## src/rtl/bt_pkg.sv

```systemverilog
package bt_pkg;
  localparam int ST_W = 3;

  typedef enum logic [ST_W-1:0] {
    ST_RESET   = 3'd0,
    ST_IMP_OWN = 3'd1,
    ST_EXP_OWN = 3'd2,
    ST_END_TEN = 3'd3,
    ST_ALT_IMP = 3'd4,
    ST_ALT_EXP = 3'd5,
    ST_SNOOP   = 3'd6,
    ST_VIOL    = 3'd7
  } bt_state_e;

  // snoop is taken only for the qualifying transfer type
  function automatic logic snoop_hit(input logic req, input logic tt);
    return req & ~tt;
  endfunction

  // another master shows activity while we hold the grant
  function automatic logic foreign_seen(input logic gnt, input logic ts, input logic bsy);
    return gnt & (ts | bsy);
  endfunction

  // which ownership flavour a fresh grant yields
  function automatic bt_state_e own_pick(input logic want);
    return want ? ST_EXP_OWN : ST_IMP_OWN;
  endfunction

  // own tenure may end once no transfer is left hanging
  function automatic logic tenure_can_end(input logic busy_own, input logic ending);
    return ~busy_own | ending;
  endfunction
endpackage

```

## src/rtl/bt_req_reg.sv

```systemverilog
module bt_req_reg (
  input  logic clk,
  input  logic rst,
  input  logic int_req,
  output logic bus_req_o
);
  always_ff @(posedge clk) begin
    if (rst) bus_req_o <= 1'b0;
    else     bus_req_o <= int_req;
  end
endmodule

```

## src/rtl/bt_lock_track.sv

```systemverilog
module bt_lock_track (
  input  logic clk,
  input  logic rst,
  input  logic locked,
  input  logic tenure_drop,
  input  logic in_end_ten,
  output logic extra_pend
);
  logic lock_q;

  always_ff @(posedge clk) begin
    if (rst) begin
      lock_q     <= 1'b0;
      extra_pend <= 1'b0;
    end else begin
      lock_q <= locked;
      if (tenure_drop && (locked || lock_q)) extra_pend <= 1'b1;
      else if (in_end_ten)                   extra_pend <= 1'b0;
    end
  end
endmodule

```

## src/rtl/bt_next.sv

```systemverilog
module bt_next
  import bt_pkg::*;
(
  input  bt_state_e state,
  input  logic      grant,
  input  logic      busy_in,
  input  logic      xfer_start,
  input  logic      snoop_ok,
  input  logic      int_req,
  input  logic      xfer_busy,
  input  logic      cycle_end,
  input  logic      lock_hold,
  input  logic      extra_pend,
  output bt_state_e nxt
);
  logic intrude;
  assign intrude = foreign_seen(grant, xfer_start, busy_in);

  always_comb begin
    nxt = state;
    unique case (state)
      ST_RESET:   nxt = grant ? ST_IMP_OWN : ST_ALT_IMP;
      ST_IMP_OWN: begin
        if (intrude)      nxt = ST_VIOL;
        else if (!grant)  nxt = ST_ALT_IMP;
        else if (int_req) nxt = ST_EXP_OWN;
      end
      ST_EXP_OWN: begin
        if (!grant && !lock_hold && tenure_can_end(xfer_busy, cycle_end))
          nxt = ST_END_TEN;
      end
      ST_END_TEN: begin
        if (intrude)         nxt = ST_VIOL;
        else if (extra_pend) nxt = ST_END_TEN;
        else if (!grant)     nxt = ST_ALT_IMP;
        else                 nxt = own_pick(int_req);
      end
      ST_ALT_IMP, ST_ALT_EXP: begin
        if (snoop_ok)     nxt = ST_SNOOP;
        else if (busy_in) nxt = ST_ALT_EXP;
        else if (grant)   nxt = own_pick(int_req);
        else              nxt = ST_ALT_IMP;
      end
      ST_SNOOP:   nxt = ST_ALT_EXP;
      ST_VIOL:    nxt = ST_VIOL;
      default:    nxt = ST_RESET;
    endcase
  end
endmodule

```

## src/rtl/bus_tenure_fsm.sv

```systemverilog
module bus_tenure_fsm
  import bt_pkg::*;
(
  input  logic            clk,
  input  logic            rst,
  input  logic            grant,
  input  logic            busy_in,
  input  logic            xfer_start,
  input  logic            snoop_req,
  input  logic            tt1,
  input  logic            int_req,
  input  logic            xfer_busy,
  input  logic            cycle_end,
  input  logic            locked,
  input  logic            release_en,
  output logic            bus_req_o,
  output logic [ST_W-1:0] own_state,
  output logic            snoop_en,
  output logic            violation
);
  bt_state_e state, nxt;
  logic snoop_ok, lock_hold, tenure_drop, extra_pend;

  assign snoop_ok    = snoop_hit(snoop_req, tt1);
  assign lock_hold   = locked & ~release_en;
  assign tenure_drop = (state == ST_EXP_OWN) && (nxt == ST_END_TEN);

  bt_req_reg u_req (
    .clk(clk), .rst(rst), .int_req(int_req), .bus_req_o(bus_req_o)
  );

  bt_lock_track u_lock (
    .clk(clk), .rst(rst), .locked(locked), .tenure_drop(tenure_drop),
    .in_end_ten(state == ST_END_TEN), .extra_pend(extra_pend)
  );

  bt_next u_next (
    .state(state), .grant(grant), .busy_in(busy_in), .xfer_start(xfer_start),
    .snoop_ok(snoop_ok), .int_req(int_req), .xfer_busy(xfer_busy),
    .cycle_end(cycle_end), .lock_hold(lock_hold), .extra_pend(extra_pend),
    .nxt(nxt)
  );

  always_ff @(posedge clk) begin
    if (rst) state <= ST_RESET;
    else     state <= nxt;
  end

  assign own_state = state;
  assign snoop_en  = (state == ST_SNOOP);
  assign violation = (state == ST_VIOL);
endmodule

```

## config.mk

```make
export PLATFORM = sky130hd
export DESIGN_NAME = bus_tenure_fsm
export DESIGN_NICKNAME = d
export VERILOG_FILES = /design/src/rtl/bt_pkg.sv /design/src/rtl/bt_req_reg.sv /design/src/rtl/bt_lock_track.sv /design/src/rtl/bt_next.sv /design/src/rtl/bus_tenure_fsm.sv
export SDC_FILE = /design/constraint.sdc
export NUM_CORES = 1
export LEC_CHECK = 0
export BUFFER_PORTS_ARGS = -buffer_cell sky130_fd_sc_hd__buf_4
export CORE_AREA = 2 2 42 44
export DETAILED_ROUTE_END_ITERATION = 12
export DIE_AREA = 0 0 44 46
export GPL_TIMING_DRIVEN = 0
export PLACE_DENSITY = 0.57
export SLEW_MARGIN = 20
export SYNTH_ARGS = -nofsm -noshare
export SYNTH_HDL_FRONTEND = slang
export SYNTH_HIERARCHICAL = 1
export SYNTH_SLANG_ARGS = --single-unit
```

## constraint.sdc

```tcl
create_clock -name clk -period 1.7 [get_ports clk]
set_input_delay 0.085 -clock clk [delete_from_list [all_inputs] [get_ports clk]]
set_output_delay 0.085 -clock clk [all_outputs]
set_load 0.005 [all_outputs]
```

==> impl_metrics.csv, run 1 <==
group,metric,value,unit
run_status,status,"finished, violations left",
run_status,violations,"setup timing",
global_route,use_met3,1.19,%
synth,synth_top_area_share,27.4,%
worst_hold_path,min_path_type,"primary input to flip-flop",
global_route,grt_overflow_total,0,
clocking,cts.sinks,6,
clocking,hold_buffers,0,
placement,numPlacedInstances,87,
critical_path,cpPeakStageDelay,390,ps
clocking,cts_tree,"done",
drt,ant_nets,0,
synth,synth.most_common_cell,"nor2b_1",
die,start_util,27.2,%
critical_path,start_kind,"flip-flop",
critical_path,path_max_fanout,3,
global_route,antenna_found_initial,0,
global_route,gr-usage-all-layers,12.1,%
layout,syn_to_final_growth,40.2,%
clocking,htree_levels,1,
sta,tightest_slew,396,ps
die,die_x,44,µm
sta,timing.final.crit_period,1770,ps
drt,drt-pass1-iter-count,4,
sta,drv_slew,0,
drt,drt_iter0_markers,6,
synth,async_flop_share,0,%
power,ir_worst_vdd,0.345,mV
power,p_total,486,µW
sta,hold_viol_final,0,
clocking,clock-root-buffer,"clkbuf_4",
critical_path,path_delay_family,"simple AND/OR/NAND/NOR gates",
synth,yosysUniqueCellTypes,24,
placement,pre_cts_slack,-314,ps
die,die_h,46,µm
critical_path,cp.depth,7,
synth,syn-num-nets,66,
placement,hpwl,821,µm
global_route,grt_max_degree,11,
sta,relSlewSlack,73.6,%
global_route,grt.met1_usage,13.5,%
global_route,grt.busiest_layer,"met2",
synth,netlist_area,439,µm²
drt,vias_per_cell,4.85,
die,io_pins,18,
layout,drive_gt1_share,40.0,%
sta,fin_crit_sh,104,%
global_route,grt_use_met2,18.8,%
synth,ys_seq_area_share,27.4,%
die,die_area,2020,µm²
clocking,clock_latency,250,ps
critical_path,endpoint_kind,"flip-flop",
synth,ys_ff_latch,6,
synth,syn_inst,54,
drt,num_vias,446,
drt,drcViolationCount,0,
layout,antenna_cells,0,
synth,synthTopCellsByCount,"nor2b_1, nor2_1, dfxtp_1",
flow_run,drv_cap,0,
drt,routed_wl,1.06,mm
critical_path,crit_path_top_delay_cell,"or4_1",
die,rows,15,
power,leakage,0.000260,µW
clocking,clk_pin_slew,50,ps
power,power_density,789,nW/µm²
global_route,grt_pass1_wl,1.70,mm
sta,max_freq,565,MHz
sta,rsz0062_at_grt,"true",
layout,nets,88,
critical_path,cp_cell_sequence,"inv_2 > or4_1 > a222oi_1 > nand2_1 > nor4_4 > o21ai_1 > a21oi_1",
critical_path,worstSetupPathType,"flip-flop to flip-flop",
placement,port_buffers,16,
synth,synth_top_cells_by_area,"dfxtp_1, nor2b_1, nand2b_4, nor2_1, nor4_4",
die,coreArea,1610,µm²
critical_path,required,1880,ps
synth,synth_top_area_cell,"dfxtp_1",
synth,ys.flop_type,"dfxtp_1",
clocking,numCtsBuffers,3,
sta,setup_tns,-70.5,ps
sta,finalWorstSetupSlack,-70.5,ps
critical_path,critical_path_buf_inv_count,1,
synth,ys_warn_count,6,
drt,wl_per_cell,11.5,µm
sta,setup_violations,1,
synth,avgSynthCellArea,8.13,µm²
critical_path,worstPathArrival,1950,ps
clocking,cts_buffer_depth,2,
critical_path,reg2reg_depth,7,
worst_hold_path,min_path_cells,2,
synth,synth_edf_count,0,
sta,fin_skew,8.34,ps
layout,fin_cells,92,
placement,gp_congestion,0.803,
global_route,grt_pass1_vias,420,
-- power by group --
part | switching (µW) | total (µW) | internal [µW]
Clock | 56.3 | 145 | 89.2
Sequential | 24.1 | 180 | 156
Combinational | 73.0 | 160 | 87.1
-- worst reg2reg max path, stage by stage, from the launching register on --
cell and delay, ps:
dfxtp_4 340, inv_2 40, or4_1 390, a222oi_1 390, nand2_1 150, nor4_4 140
o21ai_1 90, a21oi_1 150
-- per-stage QoR --
stage	area [µm²]	hold WS (ps)	utilization, %
after floorplan	443	147	-
after global placement	584	307	36.2
after detailed placement	584	310	36.2
after CTS	616	39.3	38.1
after global routing	616	57.5	38.1
final	616	44.9	38.1
-- placed cells by master (no fill, tap or decap), types with 2 or more instances in the layout --
cell type / n
dfxtp_1: 4
nor2_1: 7
o21bai_1: 2
nand2b_1: 2
nor2b_1: 8
nand2b_4: 2
buf_4: 18
a21oi_1: 4
inv_1: 3
a211oi_1: 2
o21ai_0: 2
clkbuf_1: 2
nand2_1: 2
clkbuf_4: 3
-- final cells by class --
cell class	instances	area, µm²
inverters	4	15.0
well taps	17	21.3
repair buffers	18	135
multi-input cells	42	289
fillers	176	998
clock buffers	4	26.3
plain buffers	1	3.75
flip-flops and latches	6	125
-- cells by family (layout without fill, tap and decap cells) --
group	count (synthesis)	in the layout	synth area share (%)
and+or+nand+nor	27	27	42.5
DFF	6	6	27.4
AOI/OAI and AO/OA	15	15	23.4
buffers and inverters	6	27	6.84
-- timing repair --
action / in CTS / in global routing
pin swaps: 4 / 0
endpoints found under the setup margin: 1 / 1
endpoints found under the hold margin: 0 / 0
resized for setup: 1 / 0
setup buffers: 2 / 0
-- flip-flops by register name, summed over array words and instances (netlist names) --
name	flops
u_lock/lock_q	1
u_req/bus_req_o	1
u_lock/extra_pend	1
own_state	3
-- layer usage --
metal | routed length [µm] | up-vias
met5 | 0 | -
met4 | 47 | 0
met3 | 52 | 6
met2 | 505 | 15
met1 | 451 | 196
li1 | - | 229
-- final timing paths --
kind / start / end / slack [ps]
setup / recovery: own_state[1] / u_lock/extra_pend / -70
hold / removal: rst / own_state[1] / 40
setup reg to reg: own_state[1] / u_lock/extra_pend / -70
hold reg to reg: u_lock/lock_q / u_lock/extra_pend / 520
Power figures use the tool's default switching activity.
==> run 2: changes to the inputs <==
--- a/config.mk
+++ b/config.mk
@@ -6,11 +6,11 @@
 export NUM_CORES = 1
 export LEC_CHECK = 0
 export BUFFER_PORTS_ARGS = -buffer_cell sky130_fd_sc_hd__buf_4
-export CORE_AREA = 2 2 42 44
+export CORE_AREA = 2 2 45 47
 export DETAILED_ROUTE_END_ITERATION = 12
-export DIE_AREA = 0 0 44 46
+export DIE_AREA = 0 0 47 49
 export GPL_TIMING_DRIVEN = 0
-export PLACE_DENSITY = 0.57
+export PLACE_DENSITY = 0.52
 export SLEW_MARGIN = 20
 export SYNTH_ARGS = -nofsm -noshare
 export SYNTH_HDL_FRONTEND = slang
==> impl_metrics.csv, run 2 (synthesis results as in run 1) <==
group,metric,value,unit
global_route,grt_overflow_total,0,
die,coreArea,1840,µm²
sta,tightest_slew,400,ps
clocking,clock-root-buffer,"clkbuf_4",
die,die_h,49,µm
global_route,gr-usage-all-layers,9.84,%
global_route,grt_max_degree,11,
critical_path,rrSetupSlack,-60,ps
drt,routed_wl,1.01,mm
die,io_pins,18,
global_route,grt_pass1_vias,413,
global_route,grt.met1_usage,13.1,%
die,die_x,47,µm
layout,mostFrequentLayoutCells,"buf_4, nor2b_1, nor2_1",
clocking,cts_buffer_depth,2,
sta,timing.final.crit_period,1760,ps
sta,max_freq,569,MHz
critical_path,endpoint_kind,"flip-flop",
critical_path,path_max_fanout,3,
sta,hold_viol_final,0,
global_route,antenna_found_initial,0,
drt,num_vias,460,
layout,antenna_cells,0,
layout,drive_gt1_share,40.8,%
clocking,hold_buffers,0,
global_route,grt.busiest_layer,"met2",
critical_path,required,1880,ps
sta,finalWorstSetupSlack,-57.5,ps
clocking,clk_pin_slew,50,ps
run_status,status,"finished, violations left",
placement,pre_cts_slack,-286,ps
drt,drt-pass1-iter-count,4,
drt,ant_nets,0,
power,power_density,771,nW/µm²
sta,setup_tns,-57.5,ps
power,leakage,0.000265,µW
power,ir_worst_vdd,0.438,mV
sta,rsz0062_at_grt,"true",
sta,relSlewSlack,73.3,%
sta,drv_slew,0,
critical_path,start_kind,"flip-flop",
layout,layout_commonest_cell,"buf_4",
critical_path,r2r-start,"own_state[1]",
global_route,use_met3,3.33,%
clocking,htree_levels,1,
sta,fin_crit_sh,103,%
layout,post-route-util,34.5,%
flow_run,drv_cap,0,
global_route,grt_use_met2,14.2,%
worst_hold_path,hold_start,"rst",
layout,nets,89,
drt,drcViolationCount,0,
drt,drt_iter0_markers,17,
die,start_util,23.8,%
drt,vias_per_cell,4.47,
critical_path,endpoint,"u_lock/extra_pend",
global_route,grt_pass1_wl,1.66,mm
worst_hold_path,min_path_type,"primary input to flip-flop",
critical_path,critPathLaunch,"own_state[1]",
placement,port_buffers,16,
die,die_area,2300,µm²
placement,hpwl,750,µm
layout,syn_to_final_growth,44.7,%
clocking,cts.sinks,6,
run_status,violations,"setup timing",
clocking,numCtsBuffers,3,
sta,fin_skew,10.2,ps
critical_path,worstSetupPathType,"flip-flop to flip-flop",
sta,setup_violations,1,
clocking,clock_latency,240,ps
layout,largest_reg_flops,3,
critical_path,worstReg2RegEnd,"u_lock/extra_pend",
drt,wl_per_cell,9.83,µm
placement,gp_congestion,0.706,
clocking,cts_tree,"done",
die,rows,16,
critical_path,worstPathArrival,1940,ps
critical_path,reg2reg_depth,7,
==> run 2: changes by cell type in the layout (fill, tap and decap cells not counted), sizes merged <==
cell / delta
buf: +1
==> run 2: per-layer routing <==
metal	part of all wire (%)	routed length, µm	vias up
li1	-	-	230
met1	47	472	215
met2	48	484	13
met3	4.8	49	2
met4	0.59	6	0
met5	0	0	-
==> run 2: area by class of cell <==
class,instances,area [µm²]
fill,201,1210
multi-input combinational,42,289
timing repair buffer,19,143
sequential,6,125
tap,27,33.8
clock buffer,4,26.3
inverter,4,15.0
buffer,1,3.75
==> run 2: what timing repair did <==
| item | 4_1_cts | 5_1_grt |
|---|---|---|
| cloned | 0 | 0 |
| gates resized for setup | 0 | 1 |
| buffers inserted | 3 | 0 |
| pin swaps | 3 | 0 |
| setup endpoints to repair | 1 | 1 |
==> run 2: critical path, cell delays in order, from the launching register on <==
cell and delay [ps]:
dfxtp_4 340, inv_2 40, or4_1 410, a222oi_1 390, nand2_1 150, nor4_4 150, o21ai_1 90, a21oi_1 120
==> run 2: worst min path at each step <==
stage / to / slack [ps] / cells after the start
2_1_floorplan: own_state[1] / 150 / 1
3_3_place_gp: u_req/bus_req_o / 310 / 2
3_5_place_dp: u_req/bus_req_o / 310 / 2
4_1_cts: own_state[1] / 50 / 2
5_1_grt: own_state[1] / 50 / 2
6_report: own_state[1] / 60 / 2
==> run 2: through the flow <==
stage | cell area (µm²) | cells | power, µW | hold slack [ps]
2_1_floorplan | 443 | 54 | 277 | 147
3_3_place_gp | 597 | 97 | 340 | 305
3_5_place_dp | 597 | 97 | 339 | 307
4_1_cts | 634 | 103 | 495 | 52.6
5_1_grt | 636 | 103 | 524 | 47.6
6_report | 636 | 103 | 490 | 55.5
==> run 2: power breakdown <==
part           internal [µW]  total (µW)  switching (µW)
clock                   88.9         140            51.5
sequential               156         181            24.8
combinational           94.4         169            74.4
==> run 3: changes to the inputs <==
--- a/config.mk
+++ b/config.mk
@@ -6,11 +6,11 @@
 export NUM_CORES = 1
 export LEC_CHECK = 0
 export BUFFER_PORTS_ARGS = -buffer_cell sky130_fd_sc_hd__buf_4
-export CORE_AREA = 2 2 45 47
+export CORE_AREA = 2 2 43 45
 export DETAILED_ROUTE_END_ITERATION = 12
-export DIE_AREA = 0 0 47 49
+export DIE_AREA = 0 0 45 47
 export GPL_TIMING_DRIVEN = 0
-export PLACE_DENSITY = 0.52
+export PLACE_DENSITY = 0.54
 export SLEW_MARGIN = 20
 export SYNTH_ARGS = -nofsm -noshare
 export SYNTH_HDL_FRONTEND = slang
==> constraint.sdc (replaced) <==
create_clock -name clk -period 2.26 [get_ports clk]
set_input_delay 0.113 -clock clk [delete_from_list [all_inputs] [get_ports clk]]
set_output_delay 0.113 -clock clk [all_outputs]
set_load 0.005 [all_outputs]
==> impl_metrics.csv, run 3 (synthesis results as in run 1) <==
group,metric,value,unit
layout,final_cell_area,612,µm²
placement,placed_area,581,µm²
critical_path,start_kind,"flip-flop",
sta,drv_slew,0,
layout,layout_commonest_cell,"buf_4",
sta,timing.final.crit_period,2130,ps
sta,setup_tns,0,ps
die,die_x,45,µm
drt,drt_iter0_markers,11,
layout,mostFrequentLayoutCells,"buf_4, nor2b_1, nor2_1",
clocking,clock_latency,240,ps
clocking,clk_pin_slew,50,ps
clocking,clock-root-buffer,"clkbuf_4",
power,power_density,582,nW/µm²
critical_path,required,2430,ps
layout,nets,88,
die,io_pins,18,
global_route,grt_max_degree,11,
drt,drt-pass1-iter-count,4,
placement,hpwl,792,µm
power,leakage,0.000259,µW
power,ir_worst_vdd,0.282,mV
placement,port_buffers,16,
global_route,grt_pass1_vias,378,
sta,fin_crit_sh,94.3,%
global_route,antenna_found_initial,0,
drt,routed_wl,1.02,mm
layout,fill_cells,185,
global_route,grt_pass1_wl,1.55,mm
clocking,cts_tree,"done",
global_route,gr-usage-all-layers,10.3,%
die,coreArea,1650,µm²
die,start_util,26.6,%
global_route,grt_overflow_total,0,
critical_path,path_max_fanout,8,
sta,rsz0062_at_grt,"false",
critical_path,endpoint_kind,"flip-flop",
critical_path,worstPathArrival,2310,ps
drt,num_vias,442,
die,die_area,2120,µm²
layout,drive_gt1_share,39.2,%
clocking,cts.sinks,6,
clocking,cts_buffer_depth,2,
placement,gp_congestion,0.753,
layout,syn_to_final_growth,39.3,%
die,rows,15,
sta,setup_violations,0,
drt,wl_per_cell,11.2,µm
power,p_total,356,µW
run_status,status,"complete, no violations",
sta,tightest_slew,410,ps
clocking,numCtsBuffers,3,
placement,pre_cts_slack,75.7,ps
sta,finalWorstSetupSlack,129,ps
sta,max_freq,469,MHz
worst_hold_path,min_path_type,"primary input to flip-flop",
flow_run,drv_cap,0,
critical_path,worstSetupPathType,"flip-flop to flip-flop",
clocking,htree_levels,1,
drt,vias_per_cell,4.86,
die,die_h,47,µm
layout,antenna_cells,0,
drt,drcViolationCount,0,
sta,relSlewSlack,72.6,%
sta,hold_viol_final,0,
layout,largest_reg_flops,3,
drt,ant_nets,0,
sta,fin_skew,4.37,ps
## run 3: path summary, 6_finish.rpt
path              slack (ps)  depth (start not counted)               from                end
setup / recovery         130                          8       own_state[1]  u_lock/extra_pend
hold / removal           100                          2                rst    u_req/bus_req_o
setup reg to reg         130                          8       own_state[1]  u_lock/extra_pend
hold reg to reg          520                          2  u_lock/extra_pend  u_lock/extra_pend
## run 3: stage by stage
stage	hold slack, ps	instances	utilization [%]
4_1_cts	88.4	90	36.5
2_1_floorplan	177	54	-
6_report	95.0	91	37.0
3_5_place_dp	345	87	35.2
5_1_grt	95.1	91	37.0
3_3_place_gp	339	87	35.2
## run 3: area by class of cell
type                    instances  area, µm²  share of cell area [%]
repair buffers                 17        128                    20.9
multi-input cells              42        289                    47.2
flip-flops and latches          6        121                    19.8
inverters                       4       15.0                    2.45
clock buffers                   3       22.5                    3.68
well taps                      17       21.3                    3.48
plain buffers                   2       15.0                    2.45
## run 3: repair_timing
| item | 4_1_cts | 5_1_grt |
|---|---|---|
| hold buffers | 0 | 0 |
| resized for setup | 0 | 1 |
| hold endpoints to repair | 0 | 0 |
| setup buffers | 0 | 1 |
| setup endpoints to repair | 0 | 1 |
## run 3: power by group
group,internal (µW),switching (µW),total (µW)
sequential,117,20.7,138
combinational,69.6,52.7,122
clock,59.9,36.4,96.3
total,246,110,356
## run 3: routing by layer
| metal | global-route usage [%] | wire, µm | vias to the layer above |
|---|---|---|---|
| met5 | 0 | 0 | - |
| met4 | 7.06 | 0 | 0 |
| met3 | 1.15 | 37 | 0 |
| met2 | 17.1 | 524 | 8 |
| met1 | 12.4 | 456 | 204 |
| li1 | - | - | 230 |
## run 3: worst max-delay path, stage by stage, from the launching register on
cell and delay (ps):
dfxtp_2 380, buf_6 140, inv_2 40, or4_1 520, a222oi_1 420, nand2_1 160, nor4_4 160, o21ai_0 110
a21oi_1 140
